<file path="src/rtl/blk_xfer_seq.sv">
module blk_xfer_seq #(
  parameter int ADDR_W = 32,
  parameter int NREG   = 16,
  parameter int STEP   = 4
) (
  input  logic                      clk,
  input  logic                      rst_n,
  input  logic                      start_i,
  input  logic [ADDR_W-1:0]         base_i,
  input  logic [NREG-1:0]           mask_i,
  input  logic                      incr_i,
  input  logic                      before_i,
  input  logic                      load_i,
  input  logic                      wb_i,
  output logic                      busy_o,
  output logic                      req_valid_o,
  input  logic                      req_ready_i,
  output logic [ADDR_W-1:0]         req_addr_o,
  output logic [$clog2(NREG)-1:0]   req_idx_o,
  output logic                      req_load_o,
  output logic                      done_o,
  output logic                      wb_valid_o,
  output logic [ADDR_W-1:0]         wb_addr_o
);
  localparam int IDX_W = $clog2(NREG);
  localparam int CNT_W = $clog2(NREG + 1);

  typedef enum logic [1:0] {S_IDLE, S_RUN, S_FIN} st_t;
  st_t st_q;

  logic [NREG-1:0]   rem_q;
  logic [ADDR_W-1:0] addr_q, fin_q;
  logic              load_q, wb_q;

  logic [CNT_W-1:0]  cnt;
  logic [ADDR_W-1:0] span, first_addr, last_base;
  logic [IDX_W-1:0]  low_idx;
  logic              fire, last_beat;

  always_comb begin
    cnt = '0;
    for (int i = 0; i < NREG; i++) cnt = cnt + CNT_W'(mask_i[i]);
  end

  always_comb begin
    low_idx = '0;
    for (int i = NREG - 1; i >= 0; i--) if (rem_q[i]) low_idx = IDX_W'(i);
  end

  assign span       = ADDR_W'(cnt) * ADDR_W'(STEP);
  assign last_base  = incr_i ? base_i + span : base_i - span;
  assign first_addr = incr_i ? (before_i ? base_i + ADDR_W'(STEP) : base_i)
                             : (before_i ? base_i - span
                                         : base_i - span + ADDR_W'(STEP));

  assign fire      = req_valid_o && req_ready_i;
  assign last_beat = (rem_q & (rem_q - NREG'(1))) == '0;

  always_ff @(posedge clk) begin
    if (!rst_n) begin
      st_q   <= S_IDLE;
      rem_q  <= '0;
      addr_q <= '0;
      fin_q  <= '0;
      load_q <= 1'b0;
      wb_q   <= 1'b0;
    end else begin
      case (st_q)
        S_IDLE: if (start_i) begin
          rem_q  <= mask_i;
          addr_q <= first_addr;
          fin_q  <= last_base;
          load_q <= load_i;
          wb_q   <= wb_i;
          st_q   <= (mask_i == '0) ? S_FIN : S_RUN;
        end
        S_RUN: if (fire) begin
          rem_q[low_idx] <= 1'b0;
          addr_q         <= addr_q + ADDR_W'(STEP);
          if (last_beat) st_q <= S_FIN;
        end
        default: st_q <= S_IDLE;
      endcase
    end
  end

  assign busy_o      = st_q != S_IDLE;
  assign req_valid_o = st_q == S_RUN;
  assign req_addr_o  = addr_q;
  assign req_idx_o   = low_idx;
  assign req_load_o  = load_q & req_valid_o;
  assign done_o      = st_q == S_FIN;
  assign wb_valid_o  = done_o & wb_q;
  assign wb_addr_o   = wb_valid_o ? fin_q : '0;
endmodule

</file>
<file path="config.mk">
export PLATFORM = sky130hd
export DESIGN_NAME = blk_xfer_seq
export DESIGN_NICKNAME = d
export VERILOG_FILES = /design/src/rtl/blk_xfer_seq.sv
export SDC_FILE = /design/constraint.sdc
export NUM_CORES = 1
export LEC_CHECK = 0
export BUFFER_PORTS_ARGS = -buffer_cell sky130_fd_sc_hd__buf_2
export CAP_MARGIN = 20
export CORE_AREA = 2 2 133 135
export CTS_BUF_LIST = sky130_fd_sc_hd__clkbuf_8
export CTS_CLUSTER_SIZE = 20
export DETAILED_ROUTE_END_ITERATION = 7
export DIE_AREA = 0 0 135 137
export PLACE_DENSITY = 0.76
export SLEW_MARGIN = 20
export SYNTH_ARGS = -nofsm -noshare
export SYNTH_HDL_FRONTEND = slang
export SYNTH_SLANG_ARGS = --single-unit
</file>
<file path="constraint.sdc">
create_clock -name clk -period 10.3 [get_ports clk]
set_input_delay 1.03 -clock clk [delete_from_list [all_inputs] [get_ports clk]]
set_output_delay 1.03 -clock clk [all_outputs]
set_load 0.05 [all_outputs]
</file>
==> summary.md, run 1 <==
| Metric | Value |
|---|---|
| Status | completed |
| # H-tree levels | 3 |
| Antenna violations before repair | 0 |
| Clk slew on worst S/H paths | 0.09 ns |
| Synth Register Bits | 84 |
| DRT antenna net count | 0 |
| Ys flop type | dfxtp_1 |
| Synth Area per Inst | approximately 7.0 um2 |
| MaxCap Viol Count | 0 |
| Yosys warning total | 0 |
| Clk_lat worst skew | 0.38 ns |
| P_leak | between 3 and 4 nW |
| I/O Buffers | between 100 and 150 |
| Mapped Area | 0.00833 mm2 |
| Post-synthesis cell type count | 74 |
| Post-synthesis compound-gate area fraction | 0.268 |
| CP Capture Type | register |
| Max_slew headroom | 0.251 |
| Drt total wl | 28.9 mm |
| Die Span Y | 137 um |
| Async SR Flop Fraction | 0 |
| # diodes | 0 |
| Drt first-iter violations | ~1300 |
| Vias in the first global route | 8377 |
| Worst Setup Slack, final | roughly 2.8 ns |
| Fillers | 1707 |
| CTS root buf | clkbuf_8 |
| Register Area | 0.00168 mm2 |
| Multi-input gate area | 0.00614 mm2 |
| # IOs | 129 |
| Crit share post-route | 0.724 |
| Gr usage total | 0.306 |
| Critical Path RT | 10.59 ns |
| Sink Count | 84 |
| Nets | 1332 |
| Area growth from synthesis to layout | 10.3% |
| Final hold vios | 0 |
| Type of the worst setup path | in2reg |
| Startpoint types | input pin |
| Drt wl/cell | 19.6 um |
| Synth Area in Adders | 0.0601 |
| Main combinational cell family by area after synthesis | simple AND/OR/NAND/NOR gates |
| CTS tree | built |
| Sequential area share after synthesis | 0.202 |
| Clock power frac | 0.145 |
| XOR/XNOR share of the synthesized area | 0.0935 |
| Post-CTS Hold Fix Bufs | 0 |
| Share of cells above drive strength 1 | 0.146 |
| Setup TNS Final | 0 ns |
| Post_cts resized | 0 |
| Int Pwr | 0.834 mW |
| Setup Buffers After CTS | 0 |
| Simple-Gate Fraction of Synth Area | 0.302 |
| Tmin final | ~7.5 ns |
| PwrDens | ~180 mW/mm2 |
| DIE WIDTH | ~140 um |
| Vias per cell | 6.44 |
| Num CTS Buffers | 9 |
| Crit Path Max Fanout | 12 |
| Largest net degree at the start of global routing | 90 |
| Clock Path Buffers | 2 |
| First-pass GRT wire length | 44.7 mm |
| Net switching fraction of the power | 0.500 |
| Mapped Cells | 1184 |
| Net switching power | roughly 0.83 mW |
| RSZ-0062 raised after global routing | false |
| CP arrival | 7.75 ns |
| Mapped Nets | around 1300 |
| Mux cell area share after synthesis | 0.0101 |
| Total global routing overflow | 0 |
| DRC Markers | 0 |
| Cell row count | 48 |
| Peak supply drop | around 0.12 mV |
| Setup violations, final | 0 |
| Detail Placement HPWL | 21.3 mm |
| Worst slew pin tran | 1.11 ns |
| First-pass iteration count of the detailed router | 7 |
| Total die area | ~0.018 mm2 |
| Comb pwr share | 0.603 |
| Number of flops mapped to enable cells by yosys | 0 |
| Fmax | 134 MHz |
| Final Max Slew Viols | 0 |
| GPL Wtd Cong | 1.00 |
| Hold Path Class | reg2reg |
| Seq pwr share | 0.252 |
| Initial Utilization | 0.489 |
| Pre-CTS WS | 2.51 ns |
| Via count | 9480 |
| Final Skew | 0.0123 ns |
| Core area | 0.0171 mm2 |
## Yosys cell counts, types with 4 or more instances
cell type / number / share of area
o211ai_1: 14 / 0.013
and2_1: 17 / 0.013
or4_1: 10 / 0.0090
nor3_1: 39 / 0.023
a32o_1: 4 / 0.0048
nand2b_1: 10 / 0.0075
nand2_1: 121 / 0.054
a211oi_1: 21 / 0.019
nor2b_1: 22 / 0.017
a21boi_0: 17 / 0.015
o21ai_0: 81 / 0.049
ha_1: 20 / 0.030
nor4_1: 16 / 0.012
or2_2: 8 / 0.0060
dfxtp_1: 84 / 0.20
o21bai_1: 6 / 0.0054
a31o_2: 8 / 0.0084
o22ai_1: 5 / 0.0038
clkbuf_1: 80 / 0.036
and3_1: 50 / 0.038
nand4_1: 28 / 0.021
o21a_1: 7 / 0.0063
nand3_1: 57 / 0.034
o211a_1: 9 / 0.011
o31ai_1: 14 / 0.013
a41oi_1: 6 / 0.0063
a22oi_1: 6 / 0.0054
nor2_1: 79 / 0.036
mux2i_1: 5 / 0.0060
buf_1: 7 / 0.0032
a21oi_1: 77 / 0.046
fa_1: 12 / 0.029
or3_1: 14 / 0.011
a31oi_1: 18 / 0.014
xor2_1: 37 / 0.039
a21o_1: 8 / 0.0072
inv_1: 50 / 0.023
xnor2_1: 52 / 0.055
o221ai_1: 6 / 0.0063
## per-stage QoR
stage	std cells	hold slack, ns	util	power [mW]	area (um2)
4_1_cts	1471	0.468	0.539	1.65	9190
6_report	1471	0.464	0.539	1.67	9190
3_5_place_dp	1458	0.456	0.528	1.41	9010
5_1_grt	1471	0.492	0.539	1.78	9190
3_3_place_gp	1458	0.447	0.528	1.40	9010
2_1_floorplan	1184	0.435	-	1.17	8330
## cell families (layout without fill, tap and decap cells)
| kind of cell | after synthesis | after routing |
|---|---|---|
| buffers and inverters | 141 | 203 |
| adders and majority gates | 33 | 33 |
| AOI/OAI and AO/OA | 339 | 339 |
| and+or+nand+nor | 490 | 490 |
| DFF | 84 | 84 |
| muxes | 8 | 8 |
| xor gates and xnor gates | 89 | 89 |
## area by class of cell
class / instances / area share
Tap cell: 225 / 0.0306
Timing Repair Buffer: 138 / 0.0779
Inverter: 52 / 0.0212
Sequential cell: 84 / 0.183
Multi-Input combinational cell: 959 / 0.668
Clock inverter: 3 / 0.00449
Clock buffer: 10 / 0.0150
## layout by cell type, fill, tap and decap left out, types with 12 or more instances in the layout
master,instances
a211oi_1,21
a21boi_0,17
a21oi_1,77
a31oi_1,18
and2_1,17
and3_1,50
buf_2,128
dfxtp_1,84
fa_1,12
ha_1,20
inv_1,51
nand2_1,121
nand3_1,57
nand4_1,28
nor2_1,77
nor2b_1,21
nor3_1,39
nor4_1,15
o211ai_1,14
o21ai_0,81
o31ai_1,14
or3_1,14
xnor2_1,52
xor2_1,37
## flip-flops by register name, indices dropped and copies added, names as in the netlist
register	flops
wb_q	1
req_addr_o	32
rem_q	16
st_q	2
fin_q	32
load_q	1
## path summary, 6_finish.rpt
| check | start | endpoint | slack [ns] | cells past startpoint |
|---|---|---|---|---|
| worst max-delay path | mask_i[0] | req_addr_o[17]$_SDFFE_PN0P_ | 2.84 | 21 |
| worst min-delay path | fin_q[1]$_SDFFE_PN0P_ | fin_q[1]$_SDFFE_PN0P_ | 0.46 | 2 |
| worst max register to register | st_q[0]$_SDFFE_PN0P_ | req_addr_o[26]$_SDFFE_PN0P_ | 6.84 | 10 |
| worst min register to register | fin_q[1]$_SDFFE_PN0P_ | fin_q[1]$_SDFFE_PN0P_ | 0.46 | 2 |
## layer usage
metal | global-route usage | vias to the layer above | share of wire | routed length [um]
li1 | - | 4416 | - | -
met1 | 0.434 | 4403 | 0.44 | 12600
met5 | 0 | - | 0 | 0
met4 | 0.139 | 0 | 0.042 | 1210
met2 | 0.452 | 570 | 0.42 | 12100
met3 | 0.0496 | 91 | 0.10 | 2880
## worst max-delay path, cell delays in order
cell,delay [ns]
buf_2,0.07
inv_1,0.07
fa_1,0.58
fa_1,0.45
fa_1,0.51
fa_1,0.50
inv_1,0.04
ha_1,0.22
fa_1,0.41
a21o_1,0.18
and2_1,0.18
ha_1,0.35
nor2_1,0.10
o311a_1,0.27
or4_4,0.54
a222oi_1,0.85
and3_1,0.53
a311oi_1,0.16
a41o_1,0.26
a21o_1,0.19
a221oi_1,0.24
## power by group through the flow
stage | combinational, mW | clock [mW] | sequential (mW)
floorplan | 0.701 | 0 | 0.470
CTS | 0.992 | 0.243 | 0.418
global placement | 0.974 | 0 | 0.424
global route | 1.10 | 0.256 | 0.426
detailed placement | 0.986 | 0 | 0.425
finish | 1.00 | 0.241 | 0.420
(Power assumes the default switching activity.)
==> inputs of run 2 (changes only) <==
--- a/config.mk
+++ b/config.mk
@@ -12,7 +12,7 @@
 export CTS_CLUSTER_SIZE = 20
 export DETAILED_ROUTE_END_ITERATION = 7
 export DIE_AREA = 0 0 135 137
-export PLACE_DENSITY = 0.76
+export PLACE_DENSITY = 0.79
 export SLEW_MARGIN = 20
 export SYNTH_ARGS = -nofsm -noshare
 export SYNTH_HDL_FRONTEND = slang
==> constraint.sdc (replaced) <==
create_clock -name clk -period 6.65 [get_ports clk]
set_input_delay 0.665 -clock clk [delete_from_list [all_inputs] [get_ports clk]]
set_output_delay 0.665 -clock clk [all_outputs]
set_load 0.05 [all_outputs]
==> summary.md, run 2 (synthesis gave the netlist of run 1 again) <==
| Metric | Value |
|---|---|
| Max_slew headroom | 0.278 |
| Vias per cell | 6.33 |
| Critical Path RT | 6.98 ns |
| Drt wl/cell | 19.3 um |
| Fin cells | between 1500 and 2000 |
| Most frequent CP cell | fa_1 |
| Final hold vios | 0 |
| Net switching power | 1.35 mW |
| # H-tree levels | 3 |
| Tmin final | 6.38 ns |
| CTS tree | built |
| Clock Path Buffers | 2 |
| Comb pwr share | 0.618 |
| Type of the worst setup path | in2reg |
| Share of cells above drive strength 1 | 0.176 |
| DRC Markers | 0 |
| Fmax | 157 MHz |
| First-pass iteration count of the detailed router | 5 |
| MaxCap Viol Count | 0 |
| Net switching fraction of the power | 0.494 |
| First-pass GRT wire length | 45.7 mm |
| Clock power frac | 0.143 |
| Final Skew | 0.0130 ns |
| Num CTS Buffers | 9 |
| Setup violations, final | 0 |
| Critical path cell sequence | buf_2 -> inv_1 -> fa_1 -> fa_1 -> fa_1 -> fa_1 -> inv_1 -> ha_1 -> fa_1 -> a21o_1 -> and2_1 -> ha_1 -> nor2_1 -> buf_4 -> a21o_1 -> or4_1 -> a2bb2oi_1 -> nand2_1 -> nor3_1 -> buf_4 -> nor2_1 -> or4_1 -> nand3_1 |
| Total global routing overflow | 0 |
| # IOs | 129 |
| Clk slew on worst S/H paths | 0.10 ns |
| Crit Path Max Fanout | 4 |
| Vias in the first global route | 8417 |
| Fillers | 1678 |
| Largest net degree at the start of global routing | 90 |
| Nets | 1374 |
| Initial Utilization | 0.489 |
| Post-CTS Hold Fix Bufs | 0 |
| Status | completed |
| Clk_lat worst skew | 0.38 ns |
| Sink Count | between 80 and 90 |
| Cell row count | 48 |
| PwrDens | 287 mW/mm2 |
| CTS root buf | clkbuf_8 |
| Die Span Y | 137 um |
| RSZ-0062 raised after global routing | false |
| Via count | 9598 |
| Detail Placement HPWL | 22.1 mm |
| Final Max Slew Viols | 0 |
| Drt total wl | a little under 30 mm |
| P_leak | 4.03 nW |
| Max incr delay on CP | 0.59 ns |
| Leading cell type in the layout, fill and taps excluded | buf_2 |
| Post-Place Cells | 1500 |
| Core area | ~0.017 mm2 |
| CP max stage cell | fa_1 |
| I/O Buffers | 128 |
| Int Pwr | roughly 1.4 mW |
| CP Capture Type | register |
| Drt first-iter violations | 1461 |
| Crit share post-route | 0.960 |
| Setup Buffers After CTS | 0 |
| Peak supply drop | 0.178 mV |
| CP arrival | ~6.7 ns |
| Reg2Reg Depth | 7 |
| GPL Wtd Cong | 1.00 |
| Setup TNS Final | 0 ns |
| Area growth from synthesis to layout | 14.5% |
| Antenna violations before repair | 0 |
| Worst slew pin tran | 1.08 ns |
| # diodes | 0 |
| DRT antenna net count | 0 |
| Most frequent cells in the layout | buf_2, nand2_1, dfxtp_1 |
| Hold Path Class | reg2reg |
| WHS Path Cells | 2 |
| Gr usage total | 0.310 |
| Startpoint types | input pin |
| Total die area | 0.0185 mm2 |
| DIE WIDTH | ~140 um |
| Seq pwr share | 0.239 |
-- run 2: cell count changes in the layout (fill, tap and decap cells not counted), sizes merged --
cell,before,now
clkbuf,10,9
buf,138,180
clkinvlp,1,3
inv,51,52
clkinv,2,3
-- run 2: area by class of cell --
| class | instances | area (um2) | area share |
|---|---|---|---|
| flip-flops and latches | 84 | 1680 | 0.176 |
| clock inverters | 7 | 75.1 | 0.00787 |
| inverters | 52 | 195 | 0.0205 |
| multi-input cells | 959 | 6140 | 0.644 |
| repair buffers | 180 | 1040 | 0.109 |
| clock buffers | 9 | 124 | 0.0130 |
| well taps | 225 | 282 | 0.0295 |
-- run 2: metal layers --
layer / GRT usage / routed length [um]
met1: 0.456 / 13200
met2: 0.482 / 12800
met3: 0.0363 / 2750
met4: 0.0747 / 552
met5: 0 / 0
-- run 2: critical path: cells and delay by family --
family / cells / cell delay (ns)
AO/OA/AOI/OAI: 3 / 0.71
adder cells (fa/ha/maj): 7 / 3.05
buffers and inverters: 5 / 0.52
AND/OR/NAND/NOR: 8 / 1.78
-- run 2: timing repair --
| action | 4_1_cts | 5_1_grt |
|---|---|---|
| resized for setup | 0 | 2 |
| endpoints found under the setup margin | 0 | 2 |
| endpoints found under the hold margin | 0 | 0 |
-- run 2: power by group through the flow --
stage / registers [mW] / logic (mW) / clock network [mW]
after floorplan: 0.728 / 1.09 / 0
after global placement: 0.659 / 1.62 / 0
after detailed placement: 0.662 / 1.65 / 0
after CTS: 0.650 / 1.66 / 0.396
after global routing: 0.662 / 1.84 / 0.414
final: 0.654 / 1.69 / 0.391
-- run 2: final timing paths --
kind	slack, ns	from	endpoint
min reg2reg	0.46	fin_q[1]$_SDFFE_PN0P_	fin_q[1]$_SDFFE_PN0P_
max reg2reg	2.85	st_q[0]$_SDFFE_PN0P_	fin_q[11]$_SDFFE_PN0P_
min	0.46	fin_q[1]$_SDFFE_PN0P_	fin_q[1]$_SDFFE_PN0P_
max	0.27	mask_i[0]	req_addr_o[22]$_SDFFE_PN0P_
-- run 2: per-stage QoR --
step                power, mW  setup slack (ns)  utilization  hold WS [ns]  cell area (um2)
floorplan                1.81             0.169            -         0.435             8330
global placement         2.28           0.00598        0.547         0.446             9330
detailed placement       2.31           -0.0738        0.547         0.452             9330
CTS                      2.71             0.304        0.559         0.465             9530
global route             2.92           0.00521        0.559         0.487             9540
finish                   2.74             0.267        0.559         0.461             9540
==> inputs of run 3 (changes only) <==
==> constraint.sdc (replaced) <==
create_clock -name clk -period 6.65 [get_ports clk]
set_input_delay 1.6625 -clock clk [delete_from_list [all_inputs] [get_ports clk]]
set_output_delay 1.6625 -clock clk [all_outputs]
set_load 0.05 [all_outputs]
==> summary.md, run 3 (synthesis gave the netlist of run 1 again) <==
| Metric | Value |
|---|---|
| Status | finished with violations |
| Failing checks | DRC, setup timing |
| Final hold vios | 0 |
| GPL Wtd Cong | between 0.9 and 1 |
| Worst slew pin tran | 1.11 ns |
| First-pass iteration count of the detailed router | 8 |
| Nets | 1480 |
| Total die area | 0.0185 mm2 |
| Max incr delay on CP | approximately 0.55 ns |
| Max_slew headroom | 0.255 |
| Via count | 10600 |
| Crit path buf inv count | 5 |
| Reg2Reg Depth | 10 |
| Net switching power | 1.73 mW |
| Fin cells | 1622 |
| Num CTS Buffers | 9 |
| Seq pwr share | 0.179 |
| Critical path cell sequence | buf_6 -> inv_4 -> fa_1 -> fa_1 -> fa_2 -> fa_1 -> inv_2 -> ha_4 -> fa_2 -> a21o_1 -> and2_4 -> ha_4 -> nor2_4 -> buf_6 -> a21o_4 -> or4_4 -> a2bb2oi_4 -> o211ai_1 -> nor3b_4 -> buf_6 -> a41oi_1 -> mux2i_1 -> o21ai_1 |
| WHS | 0.463 ns |
| CP arrival | 7.33 ns |
| Most frequent cells in the layout | buf_4, buf_2, nand2_1 |
| Comb pwr share | 0.693 |
| Clk_lat worst skew | just under 0.4 ns |
| Startpoint types | input pin |
| Worst Setup Slack, final | -0.418 ns |
| Setup violations, final | 29 |
| MaxCap Viol Count | 0 |
| CTS tree | built |
| DRT antenna net count | 0 |
| Family with the most delay on the worst path | adder cells |
| Drt first-iter violations | 1476 |
| Cell row count | 48 |
| Drt wl/cell | ~21 um |
| Detail Placement HPWL | 22.4 mm |
| Leading cell type in the layout, fill and taps excluded | buf_4 |
| RSZ-0062 raised after global routing | true |
| First-pass GRT wire length | around 48 mm |
| Vias in the first global route | between 9000 and 10000 |
| Total global routing overflow | 0 |
| # H-tree levels | 3 |
| Fmax | approximately 140 MHz |
| Die Span Y | 137 um |
| CP max stage cell | fa_1 |
| CP Capture Type | register |
| Post-Place Cells | 1568 |
| Drt total wl | 33.6 mm |
| Net switching fraction of the power | 0.471 |
| PwrDens | 325 mW/mm2 |
| Clock Path Buffers | 2 |
| Largest net degree at the start of global routing | 89 |
| Clk slew on worst S/H paths | approximately 0.090 ns |
| Area growth from synthesis to layout | 35.3% |
| Fillers | ~1400 |
| Clock power frac | 0.128 |
| Crit share post-route | 1.06 |
| Antenna violations before repair | 0 |
| Setup TNS Final | -5.55 ns |
| Vias per cell | 6.53 |
| Int Pwr | 1.94 mW |
| Share of cells above drive strength 1 | 0.324 |
| Hold Path Class | reg2reg |
| DRC Markers | 30 |
| Crit Path Max Fanout | 5 |
| Type of the worst setup path | in2reg |
| Core area | 0.0171 mm2 |
| Final Max Slew Viols | 0 |
| I/O Buffers | 128 |
| Critical Path RT | a little under 7 ns |
| WHS Path Cells | 2 |
| Hold Startpoint | fin_q[4]$_SDFFE_PN0P_ |
| # diodes | 0 |
| Tmin final | 7.07 ns |
| DIE WIDTH | 135 um |
| Peak supply drop | 0.287 mV |
| R2R setup slack | 3.30 ns |
| Post-place instance area | 0.00998 mm2 |
| Design Area, Final | around 0.011 mm2 |
| CTS root buf | clkbuf_8 |
| Reg-to-reg startpoint | st_q[0]$_SDFFE_PN0P_ |
| P_leak | between 4 and 5 nW |
| Post-CTS Hold Fix Bufs | 0 |
| Worst reg2reg endpoint | req_addr_o[26]$_SDFFE_PN0P_ |
| Initial Utilization | 0.489 |
| Gr usage total | 0.327 |
| Sink Count | 84 |
| Final Skew | 0.0140 ns |
| Hold Path Sink | fin_q[4]$_SDFFE_PN0P_ |
| # IOs | between 100 and 150 |
-- run 3: power groups by stage --
stage	logic (mW)	clock network, mW	registers (mW)
floorplan	1.18	0	0.728
global placement	1.95	0	0.659
CTS	2.16	0.467	0.650
finish	2.54	0.470	0.655
detailed placement	1.99	0	0.660
global route	2.70	0.488	0.662
-- run 3: per-layer routing --
metal  global-route usage  up-vias  routed length (um)
li1                     -     4703                   -
met1                0.439     4931               13100
met2                0.522      792               15000
met3               0.0622      172                3880
met4                0.121        0                1640
met5                    0        -                   0
-- run 3: worst max-delay path by stage --
stage | from | end | slack, ns | cells after the start
after floorplan | mask_i[11] | req_addr_o[21]$_SDFFE_PN0P_ | -0.50 | 19
after global placement | mask_i[11] | req_addr_o[31]$_SDFFE_PN0P_ | -0.81 | 22
after detailed placement | mask_i[11] | req_addr_o[31]$_SDFFE_PN0P_ | -0.88 | 22
after CTS | mask_i[0] | req_addr_o[31]$_SDFFE_PN0P_ | -0.21 | 20
after global routing | mask_i[0] | req_addr_o[31]$_SDFFE_PN0P_ | -0.56 | 25
final | mask_i[0] | req_addr_o[31]$_SDFFE_PN0P_ | -0.42 | 23
-- run 3: cell type report --
| type | count | area, um2 | area share |
|---|---|---|---|
| Clock buffer | 9 | 124 | 0.0110 |
| Sequential cell | 84 | 1680 | 0.149 |
| Inverter | 52 | 205 | 0.0182 |
| Timing Repair Buffer | 286 | 1900 | 0.169 |
| Clock inverter | 7 | 123 | 0.0109 |
| Tap cell | 225 | 282 | 0.0250 |
| Multi-Input combinational cell | 959 | 6960 | 0.617 |
-- run 3: worst register-to-register path: cells and delay by family (launching register included) --
family                 cells  cell delay [ns]
buffers and inverters      1             0.34
multiplexers               2             0.47
flip-flops                 1             0.82
AO/OA/AOI/OAI              4             0.66
AND/OR/NAND/NOR            3             0.98
-- run 3: timing repair --
item / in CTS / in global routing
pin swaps: 43 / 39
gates cloned: 1 / 0
gates resized for setup: 80 / 78
setup buffers: 19 / 20
setup endpoints to repair: 32 / 44
-- run 3: through the flow --
| stage | power (mW) | setup slack (ns) | utilization |
|---|---|---|---|
| 2_1_floorplan | 1.91 | -0.499 | - |
| 3_3_place_gp | 2.61 | -0.810 | 0.585 |
| 3_5_place_dp | 2.65 | -0.882 | 0.585 |
| 4_1_cts | 3.28 | -0.214 | 0.631 |
| 5_1_grt | 3.84 | -0.563 | 0.661 |
| 6_report | 3.66 | -0.418 | 0.661 |
